**src/rtl/mbd_pkg.sv**
```systemverilog
package mbd_pkg;
  parameter int unsigned PIX_W = 8;
  parameter int unsigned LOG_N = 8;
  parameter int unsigned ERR_W = 14;
  parameter int unsigned THR_W = 8;
  localparam int unsigned SUM_W = PIX_W + LOG_N;

  typedef struct packed {
    logic [ERR_W-1:0] err;
    logic [THR_W-1:0] thr;
    logic             fast_upd;
    logic             f_intra;
    logic             f_inter;
  } mb_ctx_t;

  typedef enum logic [2:0] {
    SEL_CALC_INTER,
    SEL_CALC_INTRA,
    SEL_LOW_ERR,
    SEL_REFRESH,
    SEL_F_INTRA,
    SEL_F_INTER,
    SEL_FAST
  } sel_e;
endpackage

```
**src/rtl/mbd_pix_store.sv**
```systemverilog
module mbd_pix_store #(
  parameter int unsigned DW = 8,
  parameter int unsigned AW = 8
) (
  input  logic          clk_i,
  input  logic          we_i,
  input  logic          wbank_i,
  input  logic [AW-1:0] waddr_i,
  input  logic [DW-1:0] wdata_i,
  input  logic          rbank_i,
  input  logic [AW-1:0] raddr_i,
  output logic [DW-1:0] rdata_o
);
  localparam int unsigned DEPTH = 2 * (1 << AW);

  logic [DW-1:0] mem [DEPTH];

  always_ff @(posedge clk_i) begin
    if (we_i) mem[{wbank_i, waddr_i}] <= wdata_i;
  end

  assign rdata_o = mem[{rbank_i, raddr_i}];
endmodule

```
**src/rtl/mbd_mad_calc.sv**
```systemverilog
module mbd_mad_calc
  import mbd_pkg::*;
(
  input  logic             clk_i,
  input  logic             rst_ni,
  input  logic             pix_valid_i,
  input  logic [PIX_W-1:0] pix_i,
  input  mb_ctx_t          ctx_i,
  output logic             fill_last_o,
  output logic             mem_we_o,
  output logic             mem_wbank_o,
  output logic [LOG_N-1:0] mem_waddr_o,
  output logic             mem_rbank_o,
  output logic [LOG_N-1:0] mem_raddr_o,
  input  logic [PIX_W-1:0] mem_rdata_i,
  output logic             p2_last_o,
  output logic [ERR_W-1:0] var_o,
  output mb_ctx_t          ctx_o
);
  logic [LOG_N-1:0] wcnt_q, rcnt_q;
  logic             wbank_q, rbank_q, p2_act_q;
  logic [SUM_W-1:0] sum_q, sum_nxt, acc_q, acc_nxt;
  logic [PIX_W-1:0] mean_q, dev;
  mb_ctx_t          ctx_q;
  logic             fill_last, p2_last;

  assign fill_last = pix_valid_i && (wcnt_q == '1);
  assign p2_last   = p2_act_q && (rcnt_q == '1);
  assign sum_nxt   = sum_q + SUM_W'(pix_i);

  // second pass: absolute deviation from the latched mean
  assign dev     = (mem_rdata_i >= mean_q) ? (mem_rdata_i - mean_q) : (mean_q - mem_rdata_i);
  assign acc_nxt = acc_q + SUM_W'(dev);

  // first pass: store samples and build the sum
  always_ff @(posedge clk_i or negedge rst_ni) begin
    if (!rst_ni) begin
      wcnt_q  <= '0;
      sum_q   <= '0;
      wbank_q <= 1'b0;
      mean_q  <= '0;
      ctx_q   <= '0;
    end else if (pix_valid_i) begin
      wcnt_q <= wcnt_q + 1'b1;
      sum_q  <= fill_last ? '0 : sum_nxt;
      if (fill_last) begin
        mean_q  <= sum_nxt[SUM_W-1 -: PIX_W];
        ctx_q   <= ctx_i;
        wbank_q <= ~wbank_q;
      end
    end
  end

  always_ff @(posedge clk_i or negedge rst_ni) begin
    if (!rst_ni) begin
      rcnt_q   <= '0;
      rbank_q  <= 1'b0;
      p2_act_q <= 1'b0;
      acc_q    <= '0;
    end else if (fill_last) begin
      rcnt_q   <= '0;
      rbank_q  <= wbank_q;
      p2_act_q <= 1'b1;
      acc_q    <= '0;
    end else if (p2_act_q) begin
      rcnt_q <= rcnt_q + 1'b1;
      acc_q  <= acc_nxt;
      if (p2_last) p2_act_q <= 1'b0;
    end
  end

  assign fill_last_o = fill_last;
  assign mem_we_o    = pix_valid_i;
  assign mem_wbank_o = wbank_q;
  assign mem_waddr_o = wcnt_q;
  assign mem_rbank_o = rbank_q;
  assign mem_raddr_o = rcnt_q;
  assign p2_last_o   = p2_last;
  assign var_o       = acc_nxt[SUM_W-1 -: ERR_W];
  assign ctx_o       = ctx_q;


  no_overlap_chk: assert property (@(posedge clk_i) disable iff (!rst_ni)
    fill_last |-> (!p2_act_q || rcnt_q == '1));


  pass_len_chk: assert property (@(posedge clk_i) disable iff (!rst_ni)
    (p2_act_q && !p2_last && !fill_last) |=> p2_act_q);
endmodule

```
**src/rtl/mbd_refresh.sv**
```systemverilog
module mbd_refresh #(
  parameter int unsigned PERIOD = 61
) (
  input  logic clk_i,
  input  logic rst_ni,
  input  logic clr_i,
  input  logic mb_done_i,
  input  logic hold_i,
  output logic hit_o
);
  localparam int unsigned CW = $clog2(PERIOD);
  localparam logic [CW-1:0] LAST = CW'(PERIOD - 1);

  logic [CW-1:0] cnt_q;
  logic          hit_q, step;

  assign step = mb_done_i && !hold_i;

  always_ff @(posedge clk_i or negedge rst_ni) begin
    if (!rst_ni) begin
      cnt_q <= '0;
      hit_q <= 1'b0;
    end else begin
      if (clr_i)     cnt_q <= '0;
      else if (step) cnt_q <= (cnt_q == LAST) ? '0 : cnt_q + 1'b1;
      if (mb_done_i) hit_q <= step && (cnt_q == LAST);
    end
  end

  assign hit_o = hit_q;


  cnt_range_chk: assert property (@(posedge clk_i) disable iff (!rst_ni)
    cnt_q <= LAST);


  hold_stable_chk: assert property (@(posedge clk_i) disable iff (!rst_ni)
    (mb_done_i && hold_i && !clr_i) |=> ($stable(cnt_q) && !hit_q));


  clr_zero_chk: assert property (@(posedge clk_i) disable iff (!rst_ni)
    clr_i |=> (cnt_q == '0));
endmodule

```
**src/rtl/mbd_mode_sel.sv**
```systemverilog
module mbd_mode_sel
  import mbd_pkg::*;
(
  input  logic             clk_i,
  input  logic             rst_ni,
  input  logic             eval_i,
  input  logic [ERR_W-1:0] var_i,
  input  mb_ctx_t          ctx_i,
  input  logic             refresh_i,
  output logic             valid_o,
  output logic             inter_o,
  output logic [ERR_W-1:0] var_o
);
  sel_e sel;
  logic is_inter;

  always_comb begin
    if (ctx_i.fast_upd)                         sel = SEL_FAST;
    else if (ctx_i.f_inter)                     sel = SEL_F_INTER;
    else if (ctx_i.f_intra)                     sel = SEL_F_INTRA;
    else if (refresh_i)                         sel = SEL_REFRESH;
    else if (ctx_i.err[ERR_W-1 -: THR_W] < ctx_i.thr) sel = SEL_LOW_ERR;
    else if (var_i >= ctx_i.err)                sel = SEL_CALC_INTER;
    else                                        sel = SEL_CALC_INTRA;
  end

  assign is_inter = (sel == SEL_F_INTER) || (sel == SEL_LOW_ERR) || (sel == SEL_CALC_INTER);

  always_ff @(posedge clk_i or negedge rst_ni) begin
    if (!rst_ni) begin
      valid_o <= 1'b0;
      inter_o <= 1'b0;
      var_o   <= '0;
    end else begin
      valid_o <= eval_i;
      if (eval_i) begin
        inter_o <= is_inter;
        var_o   <= var_i;
      end
    end
  end


  fast_intra_chk: assert property (@(posedge clk_i) disable iff (!rst_ni)
    (eval_i && ctx_i.fast_upd) |=> (valid_o && !inter_o));


  force_inter_chk: assert property (@(posedge clk_i) disable iff (!rst_ni)
    (eval_i && !ctx_i.fast_upd && ctx_i.f_inter) |=> (valid_o && inter_o));


  single_pulse_chk: assert property (@(posedge clk_i) disable iff (!rst_ni)
    valid_o |=> !valid_o);
endmodule

```
**src/rtl/mbd_mode_decide.sv**
```systemverilog
module mbd_mode_decide
  import mbd_pkg::*;
#(
  parameter int unsigned REFRESH_MB = 61,
  parameter int unsigned THR_RST    = 3
) (
  input  logic             clk_i,
  input  logic             rst_ni,
  input  logic             pix_valid_i,
  input  logic [PIX_W-1:0] pix_i,
  input  logic [ERR_W-1:0] err_i,
  input  logic             thr_we_i,
  input  logic [THR_W-1:0] thr_i,
  input  logic             force_intra_i,
  input  logic             force_inter_i,
  input  logic             fix_mb_i,
  input  logic             skip_pic_i,
  input  logic             fast_upd_i,
  input  logic             refresh_clr_i,
  output logic             dec_valid_o,
  output logic             dec_inter_o,
  output logic [ERR_W-1:0] dec_var_o
);
  logic [THR_W-1:0] thr_q;
  mb_ctx_t          ctx_in, ctx_mb;
  logic             fill_last, p2_last, refresh_hit;
  logic             mem_we, mem_wbank, mem_rbank;
  logic [LOG_N-1:0] mem_waddr, mem_raddr;
  logic [PIX_W-1:0] mem_rdata;
  logic [ERR_W-1:0] var_calc;

  always_ff @(posedge clk_i or negedge rst_ni) begin
    if (!rst_ni)       thr_q <= THR_W'(THR_RST);
    else if (thr_we_i) thr_q <= thr_i;
  end

  assign ctx_in = '{err: err_i, thr: thr_q, fast_upd: fast_upd_i,
                    f_intra: force_intra_i, f_inter: force_inter_i};

  mbd_pix_store #(.DW(PIX_W), .AW(LOG_N)) u_store (
    .clk_i   (clk_i),
    .we_i    (mem_we),
    .wbank_i (mem_wbank),
    .waddr_i (mem_waddr),
    .wdata_i (pix_i),
    .rbank_i (mem_rbank),
    .raddr_i (mem_raddr),
    .rdata_o (mem_rdata)
  );

  mbd_mad_calc u_mad (
    .clk_i       (clk_i),
    .rst_ni      (rst_ni),
    .pix_valid_i (pix_valid_i),
    .pix_i       (pix_i),
    .ctx_i       (ctx_in),
    .fill_last_o (fill_last),
    .mem_we_o    (mem_we),
    .mem_wbank_o (mem_wbank),
    .mem_waddr_o (mem_waddr),
    .mem_rbank_o (mem_rbank),
    .mem_raddr_o (mem_raddr),
    .mem_rdata_i (mem_rdata),
    .p2_last_o   (p2_last),
    .var_o       (var_calc),
    .ctx_o       (ctx_mb)
  );

  mbd_refresh #(.PERIOD(REFRESH_MB)) u_refresh (
    .clk_i     (clk_i),
    .rst_ni    (rst_ni),
    .clr_i     (refresh_clr_i),
    .mb_done_i (fill_last),
    .hold_i    (fix_mb_i | skip_pic_i),
    .hit_o     (refresh_hit)
  );

  mbd_mode_sel u_sel (
    .clk_i     (clk_i),
    .rst_ni    (rst_ni),
    .eval_i    (p2_last),
    .var_i     (var_calc),
    .ctx_i     (ctx_mb),
    .refresh_i (refresh_hit),
    .valid_o   (dec_valid_o),
    .inter_o   (dec_inter_o),
    .var_o     (dec_var_o)
  );


  thr_hold_chk: assert property (@(posedge clk_i) disable iff (!rst_ni)
    !thr_we_i |=> $stable(thr_q));
endmodule

```
**config.mk**
```make
export PLATFORM = sky130hd
export DESIGN_NAME = mbd_mode_decide
export DESIGN_NICKNAME = d
export VERILOG_FILES = /design/src/rtl/mbd_pkg.sv /design/src/rtl/mbd_pix_store.sv /design/src/rtl/mbd_mad_calc.sv /design/src/rtl/mbd_refresh.sv /design/src/rtl/mbd_mode_sel.sv /design/src/rtl/mbd_mode_decide.sv
export SDC_FILE = /design/constraint.sdc
export NUM_CORES = 2
export LEC_CHECK = 0
export ABC_CLOCK_PERIOD_IN_PS = 10300
export BUFFER_PORTS_ARGS = -buffer_cell sky130_fd_sc_hd__buf_2
export CAP_MARGIN = 10
export CORE_UTILIZATION = 50
export CTS_BUF_LIST = sky130_fd_sc_hd__clkbuf_2
export DETAILED_ROUTE_END_ITERATION = 6
export PLACE_DENSITY = 0.65
export SETUP_SLACK_MARGIN = 0.5
export SLEW_MARGIN = 10
export SYNTH_ARGS = -nofsm -noshare
export SYNTH_HDL_FRONTEND = slang
export SYNTH_SLANG_ARGS = --single-unit
```
**constraint.sdc**
```tcl
create_clock -name clk_i -period 10.3 [get_ports clk_i]
set_clock_uncertainty 0.15 [all_clocks]
set_input_delay 2.06 -clock clk_i [delete_from_list [all_inputs] [get_ports clk_i]]
set_output_delay 2.06 -clock clk_i [all_outputs]
set_load 0.01 [all_outputs]
```
==> impl_metrics.env <==
export IMPL_initial_core_util_pct=50.41
export IMPL_violations="DRC"
export IMPL_via_per_inst=6.408
export IMPL_synth_compound_area_share_pct=3.686
export IMPL_synth_xor_area_share_pct=0.2804
export IMPL_synthFlopType="edfxtp_1"
export IMPL_powerDensity_mw_per_mm2=170.7
export IMPL_yosysSeqAreaShare_pct=76.03
export IMPL_synth_edf_count=4096
export IMPL_die_height_um=577.4
export IMPL_antenna_found_initial=31
export IMPL_syn_to_final_growth_pct=9.740
export IMPL_rsz0062_at_grt="false"
export IMPL_worstPathArrival_ns=11.56
export IMPL_drive_gt1_share_pct=30.49
export IMPL_cts_tree="built"
export IMPL_synthArstFlopShare_pct=2.731
export IMPL_grt_pass1_vias=92018
export IMPL_synthAdderAreaFrac_pct=0.4942
export IMPL_worstSetupStartpointType="register"
export IMPL_cts_buffer_depth=5
export IMPL_drtIter0Drc=13179
export IMPL_synth_distinct_cells=82
export IMPL_gp_congestion=0.9893
export IMPL_fp_dieW_um=577.4
export IMPL_maxCapViolations=0
export IMPL_max_stage_delay_ns=1.01
export IMPL_max_freq_mhz=103.7
export IMPL_end_kind="register"
export IMPL_io_buffers=55
export IMPL_ys_warn_count=0
export IMPL_grt_util_met1_pct=39.35
export IMPL_status="finished, violations left"
export IMPL_root_buffer="clkbuf_2"
export IMPL_core_area_mm2=0.3284
export IMPL_synthSimpleGateAreaFrac_pct=2.875
export IMPL_grtUsageTotal_pct=29.62
export IMPL_leakage_uw=0.05736
export IMPL_vdd_drop_max_uv=112.0
export IMPL_synth_top_family_by_area="multiplexers"
export IMPL_grt_pass1_wl_mm=684.4
export IMPL_antenna_left=0
export IMPL_min_period_over_period_pct=93.60
export IMPL_busiest_layer="met2"
export IMPL_period_needed_ns=9.640
export IMPL_grt_max_degree=207
export IMPL_fin_hold_ws_ns=0.2713
export IMPL_cts_sinks=4211
export IMPL_final_nets=9398
export IMPL_dpl_hpwl_mm=301.3
export IMPL_use_met3_pct=9.121
export IMPL_avgSynthCellArea_um2=20.13
export IMPL_use_met2_pct=44.52
export IMPL_hp_class="in2reg"
export IMPL_ioPinCount=56
export IMPL_setup_viol=0
export IMPL_cts_clk_slew_worst_paths_ns=0.09
export IMPL_drv_slew=0
export IMPL_cts_buffers_inserted=1120
export IMPL_dr_pass1_iters=7
export IMPL_synth_seq_cells=4211
export IMPL_h_tree_depth=7
export IMPL_max_slew_margin_pct=8.355
export IMPL_drc=3
export IMPL_syn_area_mm2=0.1656
export IMPL_drt_wl_total_mm=489.8
export IMPL_fin_setup_tns_ns=0
export IMPL_gr_total_overflow=0
export IMPL_vias=91749
export IMPL_critPathKind="reg2reg"
export IMPL_hold_viol=0
export IMPL_clk_latency_ns=2.25
export IMPL_wl_per_cell_um=34.21
export IMPL_die_area_mm2=0.3334
export IMPL_slowest_stage="a211oi_1"
export IMPL_worst_slew_pin_slew_ns=1.364
export IMPL_crit_fanout=27
export IMPL_fp_row_count=210
export IMPL_crit_required_ns=12.22
export IMPL_synth_nets=8329
export IMPL_synth_area_mux_share_pct=14.75
export IMPL_synth_cells=8226
==> worst max-delay path: cells and delay by family (launching register included) <==
kind | cells | cell delay, ns
xor+xnor | 2 | 0.61
fa+ha+maj | 3 | 0.95
flops | 1 | 0.83
mux | 1 | 0.40
buf+inv | 3 | 1.05
compound gates | 13 | 3.60
simple gates | 10 | 1.83
==> layer usage <==
metal  wire, µm  vias up
met1     182100    47708
met4      23110       16
met2     225900     6386
met3      58530     1022
met5         93        -
li1           -    36617
==> synth_stat cells (24+ instances only) <==
| master | instances | area [µm²] |
|---|---|---|
| buf_6 | 47 | 529.3 |
| xnor2_1 | 34 | 297.8 |
| buf_2 | 136 | 680.7 |
| nor3_1 | 34 | 170.2 |
| clkbuf_1 | 232 | 870.8 |
| nor2b_1 | 30 | 187.7 |
| inv_1 | 52 | 195.2 |
| ha_1 | 59 | 738.2 |
| buf_1 | 29 | 108.9 |
| a211oi_1 | 51 | 382.9 |
| o22ai_1 | 56 | 350.3 |
| mux2_2 | 42 | 473.0 |
| edfxtp_1 | 4096 | 123000 |
| dfrtp_1 | 113 | 2828 |
| mux4_2 | 897 | 20200 |
| a21oi_1 | 196 | 980.9 |
| a22o_1 | 24 | 210.2 |
| a221oi_1 | 66 | 578.1 |
| nor2_1 | 622 | 2335 |
| mux2i_1 | 364 | 3643 |
| o211ai_1 | 25 | 187.7 |
| o221ai_1 | 64 | 560.5 |
| nand2_1 | 271 | 1017 |
| a22oi_1 | 112 | 840.8 |
| nand3_1 | 87 | 435.4 |
| buf_4 | 34 | 255.2 |
| o21ai_0 | 152 | 760.7 |
==> final timing paths <==
path,from,to,slack [ns],depth (start not counted)
max in group asynchronous,rst_ni,u_mad.mem_raddr_o[1],8.19,3
setup / recovery,u_mad.mem_raddr_o[3],u_sel.inter_o,0.66,32
setup reg to reg,u_mad.mem_raddr_o[3],u_sel.inter_o,0.66,32
hold reg to reg,u_sel.var_o[1],u_sel.var_o[1],0.33,2
min in group asynchronous,rst_ni,u_mad.ctx_o[10],0.32,2
hold / removal,skip_pic_i,u_refresh.cnt_q[2],0.27,6
==> sequential cells by signal (all words and copies together), names as in the netlist, 6 cells and up <==
name / flops
u_store.mem: 4096
u_mad.ctx_o: 25
u_mad.acc_q: 16
u_mad.sum_q: 16
u_sel.var_o: 14
thr_q: 8
u_mad.mean_q: 8
u_mad.mem_raddr_o: 8
u_mad.mem_waddr_o: 8
u_refresh.cnt_q: 6
==> timing repair <==
action,4_1_cts,5_1_grt
buffers inserted,0,23
pin swaps,0,2
endpoints found under the setup margin,1,1
gates resized for setup,1,20
hold buffers,46,0
hold endpoints to repair,307,0
==> per-stage QoR <==
stage / cells / util, % / area [µm²] / power, µW / setup WS (ns)
final: 14318 / 55.32 / 181700 / 31020 / 0.6596
after floorplan: 8226 / - / 165600 / 19660 / 2.864
after global placement: 12449 / 52.34 / 171900 / 20430 / 0.01637
after global routing: 14304 / 55.31 / 181700 / 32030 / 0.4919
after CTS: 14272 / 55.20 / 181300 / 31120 / 0.5755
after detailed placement: 12449 / 52.34 / 171900 / 20480 / 0.5555
==> cell usage in the layout, fill, tap and decap left out, drive strengths merged, types with 15 or more instances in the layout <==
cell type / count
clkbuf: 1549
a22o: 24
inv: 79
nor2b: 30
diode: 22
nor2: 622
a22oi: 112
o221ai: 64
a221oi: 68
a21oi: 196
nand4: 18
clkinv: 193
o21ai: 154
o22ai: 56
edfxtp: 4096
a211oi: 51
mux2i: 364
nand2: 271
mux2: 42
dfrtp: 113
a21o: 15
nand3: 87
buf: 408
dlygate4sd3: 46
xor2: 19
mux4: 901
nor3: 34
a31oi: 20
ha: 59
a2111oi: 20
xnor2: 34
o211ai: 25
==> power breakdown <==
part	switching (µW)	internal, µW	total (µW)
clock network	6610	4260	10900
logic	1000	191	1200
registers	68.8	18900	18900
==> layout make-up <==
class | instances | area, µm²
Sequential cell | 4211 | 125900
Inverter | 57 | 226.5
Antenna cell | 22 | 55.05
Clock inverter | 228 | 1190
Clock buffer | 1549 | 7752
Multi-Input combinational cell | 3451 | 36920
Tap cell | 4346 | 5438
Timing Repair Buffer | 454 | 4214
Fill cell | 25437 | 146700
==> cells by family after synthesis <==
logic type,after synthesis
xor gates and xnor gates,53
adders and majority gates,63
AOI/OAI and AO/OA,893
buffers and inverters,564
and+or+nand+nor,1135
muxes,1307
DFF,4211
No activity file was read; power rests on OpenSTA's default activity.
